**config.mk**
```make
export PLATFORM = sky130hd
export DESIGN_NAME = mpmac_tile
export DESIGN_NICKNAME = d
export VERILOG_FILES = /design/src/rtl/mpmac_pkg.sv /design/src/rtl/mpmac_widen.sv /design/src/rtl/mpmac_mul.sv /design/src/rtl/mpmac_add.sv /design/src/rtl/mpmac_tile.sv
export SDC_FILE = /design/constraint.sdc
export NUM_CORES = 2
export LEC_CHECK = 0
export ABC_AREA = 0
export BUFFER_PORTS_ARGS = -buffer_cell sky130_fd_sc_hd__buf_2
export CAP_MARGIN = 0
export CORE_AREA = 2 2 600 602
export CTS_BUF_LIST = sky130_fd_sc_hd__clkbuf_16
export DETAILED_ROUTE_END_ITERATION = 7
export DIE_AREA = 0 0 602 604
export PLACE_DENSITY = 0.37
export SETUP_SLACK_MARGIN = 0.3
export SLEW_MARGIN = 20
export SYNTH_ARGS = -nofsm -noshare
export SYNTH_HDL_FRONTEND = slang
export SYNTH_SLANG_ARGS = --single-unit
export TNS_END_PERCENT = 5
```
**constraint.sdc**
```tcl
create_clock -name clk -period 26.1 [get_ports clk]
set_input_delay 1.305 -clock clk [delete_from_list [all_inputs] [get_ports clk]]
set_output_delay 1.305 -clock clk [all_outputs]
set_load 0.05 [all_outputs]
```
**src/rtl/mpmac_pkg.sv**
```systemverilog
package mpmac_pkg;
  localparam int HALF_W = 16;
  localparam int SNGL_W = 32;
  localparam logic [SNGL_W-1:0] QNAN = 32'h7FC00000;

  // half value widened to single-precision exponent range, 10 fraction bits
  typedef struct packed {
    logic       sgn;
    logic [7:0] exp;
    logic [9:0] man;
  } wide_t;

  function automatic logic f32_is_nan(input logic [SNGL_W-1:0] v);
    return (&v[30:23]) && (|v[22:0]);
  endfunction
endpackage

```
**src/rtl/mpmac_widen.sv**
```systemverilog
module mpmac_widen
  import mpmac_pkg::*;
(
  input  logic [HALF_W-1:0] h_i,
  output wide_t             w_o
);
  localparam logic [7:0] REBIAS = 8'd112;  // 127 - 15

  always_comb begin
    w_o.sgn = h_i[15];
    w_o.man = h_i[9:0];
    if (h_i[14:10] == 5'd0) begin
      w_o.exp = 8'd0;             // zero and subnormal flush to signed zero
      w_o.man = 10'd0;
    end else if (&h_i[14:10]) begin
      w_o.exp = 8'hFF;            // infinity / NaN keep their fraction
    end else begin
      w_o.exp = {3'b000, h_i[14:10]} + REBIAS;
    end
  end
endmodule

```
**src/rtl/mpmac_mul.sv**
```systemverilog
module mpmac_mul
  import mpmac_pkg::*;
(
  input  wide_t             x_i,
  input  wide_t             y_i,
  output logic [SNGL_W-1:0] p_o
);
  logic        xz, yz, xs, ys, xn, yn, sgn;
  logic [21:0] sig;
  logic [8:0]  ex;
  logic [22:0] frac;

  always_comb begin
    xz   = (x_i.exp == 8'd0);
    yz   = (y_i.exp == 8'd0);
    xs   = &x_i.exp;
    ys   = &y_i.exp;
    xn   = xs && (|x_i.man);
    yn   = ys && (|y_i.man);
    sgn  = x_i.sgn ^ y_i.sgn;
    sig  = {11'd0, 1'b1, x_i.man} * {11'd0, 1'b1, y_i.man};
    ex   = {1'b0, x_i.exp} + {1'b0, y_i.exp} - 9'd127 + {8'd0, sig[21]};
    frac = sig[21] ? {sig[20:0], 2'b00} : {sig[19:0], 3'b000};
    if (xn || yn)               p_o = QNAN;
    else if (xs || ys)          p_o = (xz || yz) ? QNAN : {sgn, 8'hFF, 23'd0};
    else if (xz || yz)          p_o = {sgn, 31'd0};
    else                        p_o = {sgn, ex[7:0], frac};
  end
endmodule

```
**src/rtl/mpmac_add.sv**
```systemverilog
module mpmac_add
  import mpmac_pkg::*;
(
  input  logic [SNGL_W-1:0] x_i,
  input  logic [SNGL_W-1:0] y_i,
  output logic [SNGL_W-1:0] s_o
);
  logic               xz, yz, xn, yn, xi, yi, x_big, sub, rup;
  logic [SNGL_W-1:0]  big, sml;
  logic [7:0]         dexp;
  logic [26:0]        bm, smx, sms, nrm;
  logic [53:0]        shw;
  logic [27:0]        rsum;
  logic [4:0]         lz;
  logic signed [9:0]  ex;
  logic [24:0]        rm;
  logic [22:0]        frac;

  always_comb begin
    xz    = (x_i[30:23] == 8'd0);
    yz    = (y_i[30:23] == 8'd0);
    xn    = (&x_i[30:23]) && (|x_i[22:0]);
    yn    = (&y_i[30:23]) && (|y_i[22:0]);
    xi    = (&x_i[30:23]) && !(|x_i[22:0]);
    yi    = (&y_i[30:23]) && !(|y_i[22:0]);
    x_big = (x_i[30:0] >= y_i[30:0]);
    big   = x_big ? x_i : y_i;
    sml   = x_big ? y_i : x_i;
    sub   = big[31] ^ sml[31];
    dexp  = big[30:23] - sml[30:23];
    // alignment: 24-bit significand plus guard, round and sticky positions
    bm    = {1'b1, big[22:0], 3'b000};
    smx   = {1'b1, sml[22:0], 3'b000};
    shw   = {smx, 27'd0} >> dexp;
    sms   = (dexp > 8'd26) ? 27'd1 : {shw[53:28], shw[27] | (|shw[26:0])};
    rsum  = sub ? ({1'b0, bm} - {1'b0, sms}) : ({1'b0, bm} + {1'b0, sms});
    lz    = 5'd0;
    for (int p = 0; p < 27; p++) begin
      if (rsum[p]) lz = 5'(26 - p);
    end
    if (rsum[27]) begin
      nrm = {rsum[27:2], rsum[1] | rsum[0]};
      ex  = $signed({2'b00, big[30:23]}) + 10'sd1;
    end else begin
      nrm = rsum[26:0] << lz;
      ex  = $signed({2'b00, big[30:23]}) - $signed({5'd0, lz});
    end
    rup  = nrm[2] & (nrm[1] | nrm[0] | nrm[3]);
    rm   = {1'b0, nrm[26:3]} + {24'd0, rup};
    frac = rm[24] ? rm[23:1] : rm[22:0];
    if (rm[24]) ex = ex + 10'sd1;

    if (xn || yn || (xi && yi && (x_i[31] != y_i[31]))) s_o = QNAN;
    else if (xi)                 s_o = x_i;
    else if (yi)                 s_o = y_i;
    else if (xz && yz)           s_o = {x_i[31] & y_i[31], 31'd0};
    else if (xz)                 s_o = y_i;
    else if (yz)                 s_o = x_i;
    else if (rsum == 28'd0)      s_o = 32'd0;
    else if (ex >= 10'sd255)     s_o = {big[31], 8'hFF, 23'd0};
    else if (ex <= 10'sd0)       s_o = {big[31], 31'd0};
    else                         s_o = {big[31], ex[7:0], frac};
  end
endmodule

```
**src/rtl/mpmac_tile.sv**
```systemverilog
module mpmac_tile
  import mpmac_pkg::*;
#(
  parameter int DIM = 4   // tile side, power of two, at least 2
) (
  input  logic                         clk,
  input  logic                         rst_n,
  input  logic                         start_i,
  input  logic [DIM*DIM*HALF_W-1:0]    a_i,
  input  logic [DIM*DIM*HALF_W-1:0]    b_i,
  input  logic [DIM*DIM*SNGL_W-1:0]    c_i,
  output logic                         done_o,
  output logic [DIM*DIM*SNGL_W-1:0]    d_o
);
  localparam int NEL = DIM * DIM;
  localparam int KW  = $clog2(DIM);
  localparam int CW  = 3 * KW;
  localparam logic [CW-1:0] LAST = CW'(DIM * DIM * DIM - 1);

  logic                     run_q, run_d, done_q, done_d;
  logic [CW-1:0]            cnt_q, cnt_d;
  logic [NEL*HALF_W-1:0]    a_q, b_q;
  logic [NEL*SNGL_W-1:0]    c_q, d_q, d_d;
  logic [SNGL_W-1:0]        acc_q, acc_src, prod, sum;
  logic [KW-1:0]            ri, ci, ki;
  logic [HALF_W-1:0]        a_sel, b_sel;
  wide_t                    a_w, b_w;
  logic                     cap_en, d_en;

  // cnt = {row, column, k}: k runs fastest so one element finishes per DIM steps
  assign ri = cnt_q[3*KW-1:2*KW];
  assign ci = cnt_q[2*KW-1:KW];
  assign ki = cnt_q[KW-1:0];

  always_comb begin
    a_sel   = a_q[(int'(ri) * DIM + int'(ki)) * HALF_W +: HALF_W];
    b_sel   = b_q[(int'(ki) * DIM + int'(ci)) * HALF_W +: HALF_W];
    acc_src = (ki == KW'(0)) ? c_q[(int'(ri) * DIM + int'(ci)) * SNGL_W +: SNGL_W]
                             : acc_q;
  end

  mpmac_widen u_wa (.h_i(a_sel), .w_o(a_w));
  mpmac_widen u_wb (.h_i(b_sel), .w_o(b_w));
  mpmac_mul   u_mul (.x_i(a_w), .y_i(b_w), .p_o(prod));
  mpmac_add   u_add (.x_i(acc_src), .y_i(prod), .s_o(sum));

  // next-state logic
  always_comb begin
    cap_en = !run_q && start_i;
    d_en   = run_q && (ki == KW'(DIM - 1));
    run_d  = run_q;
    cnt_d  = cnt_q;
    done_d = 1'b0;
    d_d    = d_q;
    d_d[(int'(ri) * DIM + int'(ci)) * SNGL_W +: SNGL_W] = sum;
    if (cap_en) begin
      run_d = 1'b1;
      cnt_d = '0;
    end else if (run_q) begin
      cnt_d = cnt_q + CW'(1);
      if (cnt_q == LAST) begin
        run_d  = 1'b0;
        done_d = 1'b1;
      end
    end
  end

  // control registers
  always_ff @(posedge clk or negedge rst_n) begin
    if (!rst_n) begin
      run_q  <= 1'b0;
      cnt_q  <= '0;
      done_q <= 1'b0;
    end else begin
      run_q  <= run_d;
      cnt_q  <= cnt_d;
      done_q <= done_d;
    end
  end

  // datapath registers, clock-enabled, no reset
  always_ff @(posedge clk) begin
    if (cap_en) begin
      a_q <= a_i;
      b_q <= b_i;
      c_q <= c_i;
    end
    if (run_q) acc_q <= sum;
    if (d_en)  d_q   <= d_d;
  end

  assign done_o = done_q;
  assign d_o    = d_q;

  // the done strobe lasts a single cycle and closes the last step
  a_r8_done_pulse: assert property (@(posedge clk) disable iff (!rst_n)
    done_q |=> !done_q);
  a_r8_done_after_last: assert property (@(posedge clk) disable iff (!rst_n)
    done_q |-> $past(cnt_q) == LAST);
  // a running operation advances one step per cycle whatever start does
  a_r9_busy_steps: assert property (@(posedge clk) disable iff (!rst_n)
    (run_q && cnt_q != LAST) |=> (run_q && cnt_q == $past(cnt_q) + CW'(1)));
  // a NaN reaching the adder leaves as the canonical quiet NaN
  a_r6_nan_canonical: assert property (@(posedge clk) disable iff (!rst_n)
    (run_q && (f32_is_nan(acc_src) || f32_is_nan(prod))) |-> sum == QNAN);
  // a finite nonzero product carries at most 22 significant bits
  a_r3_exact_product: assert property (@(posedge clk) disable iff (!rst_n)
    (run_q && prod[30:23] != 8'd0 && !(&prod[30:23])) |-> prod[1:0] == 2'b00);
  // the adder never emits a subnormal pattern
  a_r5_no_subnormal: assert property (@(posedge clk) disable iff (!rst_n)
    run_q |-> (sum[30:23] != 8'd0 || sum[22:0] == 23'd0));
endmodule

```
# --- After elaboration in Yosys (flattened, before gate mapping) ---
# Index checks and enable logic that the tools add are counted.
totals:
  ff_bits: 1576
  wordCells: 152
op_classes:
  n_addsub: 17
  multipliers: 1
  n_lt_le_gt_ge: 4
  eq_ne: 3
  shift: 7
  mux: 65
  bitwise: 8
  reduce_logical: 39
ops:
  columns: ["cell", "count"]
  rows:
  - ["$bwmux W512", 1]
  - ["$shift A32 B33 Y512 const A", 1]
  - ["$shiftx A256 B10 Y16", 2]
  - ["$shiftx A32 B33 Y512", 1]
  - ["$shiftx A512 B32 Y32", 1]
  - ["$mux W32", 13]
  - ["$mux W5", 27]
  - ["$mux W31", 3]
  - ["$mux W27", 2]
  - ["$shr A54 B8 Y54", 1]
  - ["$mux W23", 2]
  - ["$reduce_or A23 Y1", 2]
  - ["$mux W10", 4]
  - ["$neg A10 Y33", 1]
  - ["$logic_not A8 Y1", 4]
  - ["$mux W8", 4]
  - ["$reduce_and A8 Y1", 4]
  - ["$ge A31 B31 Y1", 1]
  - ["$add A27 B27 Y28", 1]
  - ["$logic_not A28 Y1", 1]
  - ["$mux W28", 1]
  - ["$sub A27 B27 Y28", 1]
  - ["$reduce_or A27 Y1", 1]
  - ["$shl A27 B5 Y27", 1]
  - ["other kinds (31)", 64]

# --- Depth between registers and ports, before layout ---
logic_depth:
  word_depth: 66
  mapped_depth: 112

# --- Modules after synthesis ---
# Synthesis repeated with hierarchy kept, for this count alone.
unflattened:
  hier_cells: 5509
  hier_area_um2: 77212.8
by_module_without_submodules:
  columns: ["mod", "instances", "cells_each", "area_each_um2"]
  rows:
  - ["mpmac_tile", 1, 2810, 58924.0]
  - ["mpmac_add", 1, 2024, 12959.9]
  - ["mpmac_mul", 1, 627, 4983.5]
  - ["mpmac_widen", 2, 24, 172.7]

# --- Worst setup path after synthesis ---
# No wires, ideal clock.
synth_path:
  path_type: "reg-to-reg"
  start: "register cnt_q[2]"
  end: "register d_q[305], in the netlist d_o[305], data pin"
  setup_time_ps: 266
  t_arrival_ps: 22598
  setup_slack_ps: 3236
  path_stages_with_launch: 99
  synth_period_minus_slack_ps: 22864
  cell_sequence: "dfrtp_1 buf_2 buf_2 buf_4 buf_2 buf_4 buf_2 buf_2 buf_2 buf_2 clkbuf_1 mux4_2 mux4_2 and2_1 clkbuf_1 and2_1 fa_1 inv_1 [... 63 more ...] o21ai_0 nand2b_1 a21o_1 a211o_1 o32ai_1 xor2_1 inv_1 or3_1 o22ai_1 and4_1 nand4_1 a22oi_2 nor3b_1 buf_6 buf_8 a31oi_4 buf_4 nor2_1"
synth_between:
  elab_chain_len: 66
  word_cells_on_any_way: 116
  classes_between: "14 x add/sub; 1 x mul; 4 x order compare; 1 x eq/ne; 6 x shift; 54 x mux; 8 x bitwise; 28 x reduce/logical"
synth_rtl:
  columns: ["item", "line", "source"]
  rows:
  - ["start, declared", "mpmac_tile.sv:21", "logic [CW-1:0] cnt_q, cnt_d;"]
  - ["start signal, assigned", "mpmac_tile.sv:76", "cnt_q <= cnt_d;"]
  - ["$add A4 B2 Y5", "mpmac_tile.sv:37", "b_sel = b_q[(int'(ki) * DIM + int'(ci)) * HALF_W +: HALF_W];"]
  - ["$shiftx A256 B10 Y16", "mpmac_tile.sv:37", null]
  - ["$add A5 B7 Y8 or $reduce_and A5 Y1 (tied branches)", "mpmac_widen.sv:18, mpmac_widen.sv:15", null]
  - ["$mux W8", "mpmac_widen.sv:15", "end else if (&h_i[14:10]) begin"]
  - ["$mux W8", "mpmac_widen.sv:12", "if (h_i[14:10] == 5'd0) begin"]
  - ["$add A8 B8 Y8", "mpmac_mul.sv:22", "ex = {1'b0, x_i.exp} + {1'b0, y_i.exp} - 9'd127 + {8'd0, sig[21]};"]
  - ["$sub A8 B7 Y8", "mpmac_mul.sv:22", null]
  - ["$add A8 B1 Y8", "mpmac_mul.sv:22", null]
  - ["[... 50 more ...]", null, null]
  - ["$mux W32", "mpmac_add.sv:58", "else if (yz) s_o = x_i;"]
  - ["$mux W32", "mpmac_add.sv:57", "else if (xz) s_o = y_i;"]
  - ["$mux W32", "mpmac_add.sv:56", "else if (xz && yz) s_o = {x_i[31] & y_i[31], 31'd0};"]
  - ["$mux W32", "mpmac_add.sv:55", "else if (yi) s_o = y_i;"]
  - ["$mux W32", "mpmac_add.sv:54", "else if (xi) s_o = x_i;"]
  - ["$mux W32", "mpmac_add.sv:53", "if (xn || yn || (xi && yi && (x_i[31] != y_i[31]))) s_o = QNAN;"]
  - ["$shiftx A32 B33 Y512", "mpmac_tile.sv:55", "d_d[(int'(ri) * DIM + int'(ci)) * SNGL_W +: SNGL_W] = sum;"]
  - ["$bwmux W512 *", "mpmac_tile.sv:55", null]
  - ["end signal, assigned", "mpmac_tile.sv:89", "if (d_en) d_q <= d_d;"]
  - ["end, declared", "mpmac_tile.sv:23", "logic [NEL*SNGL_W-1:0] c_q, d_q, d_d;"]
# Every way passes the cells marked *; elsewhere a longest branch is shown, timed or not.
# A chain may end at the register's enable or synchronous reset.

# --- Final worst setup path ---
layout_path:
  start: "register cnt_q[2]"
  end: "register acc_q[1], data pin"
layout_between:
  elab_chain_len: 64
  word_cells_on_any_way: 111
  classes_between: "13 x add/sub; 1 x mul; 4 x order compare; 1 x eq/ne; 4 x shift; 53 x mux; 7 x bitwise; 28 x reduce/logical"
layout_rtl:
  columns: ["item", "line", "source"]
  rows:
  - ["$add A4 B2 Y5", "mpmac_tile.sv:37", null]
  - ["$shiftx A256 B10 Y16", "mpmac_tile.sv:37", null]
  - ["$add A5 B7 Y8 or $reduce_and A5 Y1 (tied branches)", "mpmac_widen.sv:18, mpmac_widen.sv:15", null]
  - ["$mux W8", "mpmac_widen.sv:15", null]
  - ["$mux W8", "mpmac_widen.sv:12", null]
  - ["$add A8 B8 Y8", "mpmac_mul.sv:22", null]
  - ["$sub A8 B7 Y8", "mpmac_mul.sv:22", null]
  - ["$add A8 B1 Y8", "mpmac_mul.sv:22", null]
  - ["[... 49 more ...]", null, null]
  - ["$mux W32", "mpmac_add.sv:59", "else if (rsum == 28'd0) s_o = 32'd0;"]
  - ["$mux W32", "mpmac_add.sv:58", null]
  - ["$mux W32", "mpmac_add.sv:57", null]
  - ["$mux W32", "mpmac_add.sv:56", null]
  - ["$mux W32", "mpmac_add.sv:55", null]
  - ["$mux W32", "mpmac_add.sv:54", null]
  - ["$mux W32 *", "mpmac_add.sv:53", null]
  - ["net sum[1]", "mpmac_tile.sv:24", "logic [SNGL_W-1:0] acc_q, acc_src, prod, sum;"]
  - ["end signal, assigned", "mpmac_tile.sv:88", "if (run_q) acc_q <= sum;"]
  - ["end, declared", "mpmac_tile.sv:24", null]
# The timed path passes the listed nets; every way through them passes the cells marked *.

==> metrics.cfg <==
[status]
status = finished, final reports clean

[timing]
hold_viol = 0
setup_viol = 0
drv_slew = 0
final.min_clock_period_ps = 24290
tns_ps = 0
max_freq_ghz = 0.0412
finClkSkew_ps = 109
rsz0062_at_grt = false
tightest_slew_ps = 1370
relSlewSlack_pct = 7.99
fin_crit_sh_pct = 93.1

[logic_synthesis]
ys_warn_count = 0
synth_cell_types = 122
ys.flop_type = edfxtp_1
synth_area_um2 = 77500
seq_area_frac_synth_pct = 61.0
synth_common_cells = edfxtp_1 (1568), nor2_1 (661), nand2_1 (350)
synth.avg_cell_area_um2 = 13.6
synthesis.nets = 6962
ys_top_cells_by_area = edfxtp_1 (61%), mux4_2 (8.5%), nor2_1 (3.2%)
synth.most_common_cell = edfxtp_1
synth_enable_flop_cells = 1568
synth_largest_area_cell = edfxtp_1
async_reset_ff_share_pct = 0.508
syn_inst = 5690
ys_seq_elements = 1576
synth.top_cell.area_share_pct = 60.8

[die]
initial_core_util_pct = 21.7
die_w_um = 602
rows = 220
die_y_um = 604
coreArea_um2 = 358000
die-area_um2 = 364000
io_pins = 1540

[grt]
met3_usage_pct = 4.22
antenna_found_initial = 285
overflow = 0
grtUsageMet1_pct = 26.2
grt_pass1_wl_mm = 533
grt_use_total_pct = 21.3
grt_util_met2_pct = 37.0
grt_pass1_vias = 59500
grt_max_degree = 148
grt-busiest-layer = met2

[worst_setup_path]
critPathMaxFanout = 22
r2r_slack_ps = 1810
cpMostUsedCell = buf_4
criticalPathCategory = flip-flop to flip-flop
slowest_stage = o21ai_1
cp-startpoint = cnt_q[2]
cpPeakStageDelay_ps = 820
r2r_start = cnt_q[2]
start_kind = flip-flop
critical_path_required_ps = 26860
arrival_ps = 25060
cp-end-kind = flip-flop

[clock_tree]
clkTransAtPathRegs_ps = 70
holdBufCountCts = 0
clk_latency_ps = 910
clock_sinks = 1576
cts_buffers = 188
clk_path_buf_depth = 4
h-tree-depth = 4
cts_root_buf = clkbuf_16
cts_tree = yes

[detailed_routing]
drc_errors = 0
wirelength_mm = 400
drt-vias-per-instance = 4.79
via_count = 59300
ant_nets = 0
drt-initial-drc-count = 5719
wl_per_cell_um = 32.3
first_pass_iters = 6

[cells_and_area]
drive_gt1_share_pct = 34.5
nets = 8675
areaGrowthSynthToFinish_pct = 27.7
final_cells = 12400

[flow_run]
cap_violations = 0

[min_path]
hp-class = primary input to async pin

[place]
placed_cells = 12000
dp_hpwl_mm = 316
io_buffer_count = 1539
globalplace.congestion = 0.932

## final timing paths
kind                            end  cells after the start
max                        acc_q[1]                     83
min                        cnt_q[1]                      1
max reg2reg                acc_q[1]                     83
min reg2reg                cnt_q[3]                      3
max in group asynchronous  cnt_q[4]                      1
min in group clk           c_q[444]                      1
## layout by cell type (no fill, tap or decap), drive strengths merged, types with 45 or more instances in the layout
cell type	n
a21oi	219
xnor2	45
nand4	52
inv	295
and2	46
mux2i	103
nand2	350
nand3	140
a31oi	48
a21o	50
clkbuf	191
edfxtp	1568
ha	162
mux4	293
buf	1853
fa	83
diode	54
o211ai	50
nor2	663
o21ai	164
clkinv	76
nand2b	45
nor3	289
and3	45
## cell families after synthesis
logic type / count (synthesis) / share of synthesized area [%]
adder cells (fa/ha/maj): 246 / 4.77
XOR/XNOR: 74 / 0.854
multiplexers: 420 / 10.2
AO/OA/AOI/OAI: 939 / 8.73
flip-flops: 1576 / 61.0
AND/OR/NAND/NOR: 1856 / 11.3
buffers and inverters: 579 / 3.10
## cell type report
cell class                 count  area, um2
antenna                       54        135
fill                       37100     259000
multi-input combinational   3535      28100
timing repair buffer        1853      10500
inverter                     249        950
tap                         4773       5970
sequential                  1576      47300
clock inverter               144       1170
clock buffer                 191       4780
## worst max-delay path: cells and delay by family, from the launching register on
| family | cells | cell delay [ps] |
|---|---|---|
| buf+inv | 17 | 2940 |
| mux | 3 | 1480 |
| xor+xnor | 3 | 1010 |
| simple gates | 25 | 7470 |
| compound gates | 26 | 6800 |
| fa+ha+maj | 9 | 3730 |
| flops | 1 | 740 |
## sequential cells by signal (all words and copies together) (netlist names)
name    count
c_q       512
d_o       512
a_q       256
b_q       256
acc_q      32
cnt_q       6
done_o      1
run_q       1
## metal layers
metal / vias to the layer above / part of all wire [%]
li1: 25400 / -
met1: 30100 / 40
met2: 2815 / 50
met3: 844 / 6.4
met4: 134 / 4.0
met5: - / 0.20
## timing repair
item,4_1_cts,5_1_grt
buffers inserted,0,8
resized for setup,0,2
setup endpoints to repair,0,527
## per-stage QoR
step	setup slack [ps]	instance area (um2)	utilization, %	hold slack (ps)
2_1_floorplan	3240	77500	-	723
3_3_place_gp	1220	92700	25.9	888
3_5_place_dp	1180	92700	25.9	872
4_1_cts	1210	98700	27.6	286
5_1_grt	376	98900	27.7	313
6_report	1810	99000	27.7	353
Power is left out: the tool's default activity adds up to more than one toggle a clock period on the data nets, which glitch-free logic cannot reach.
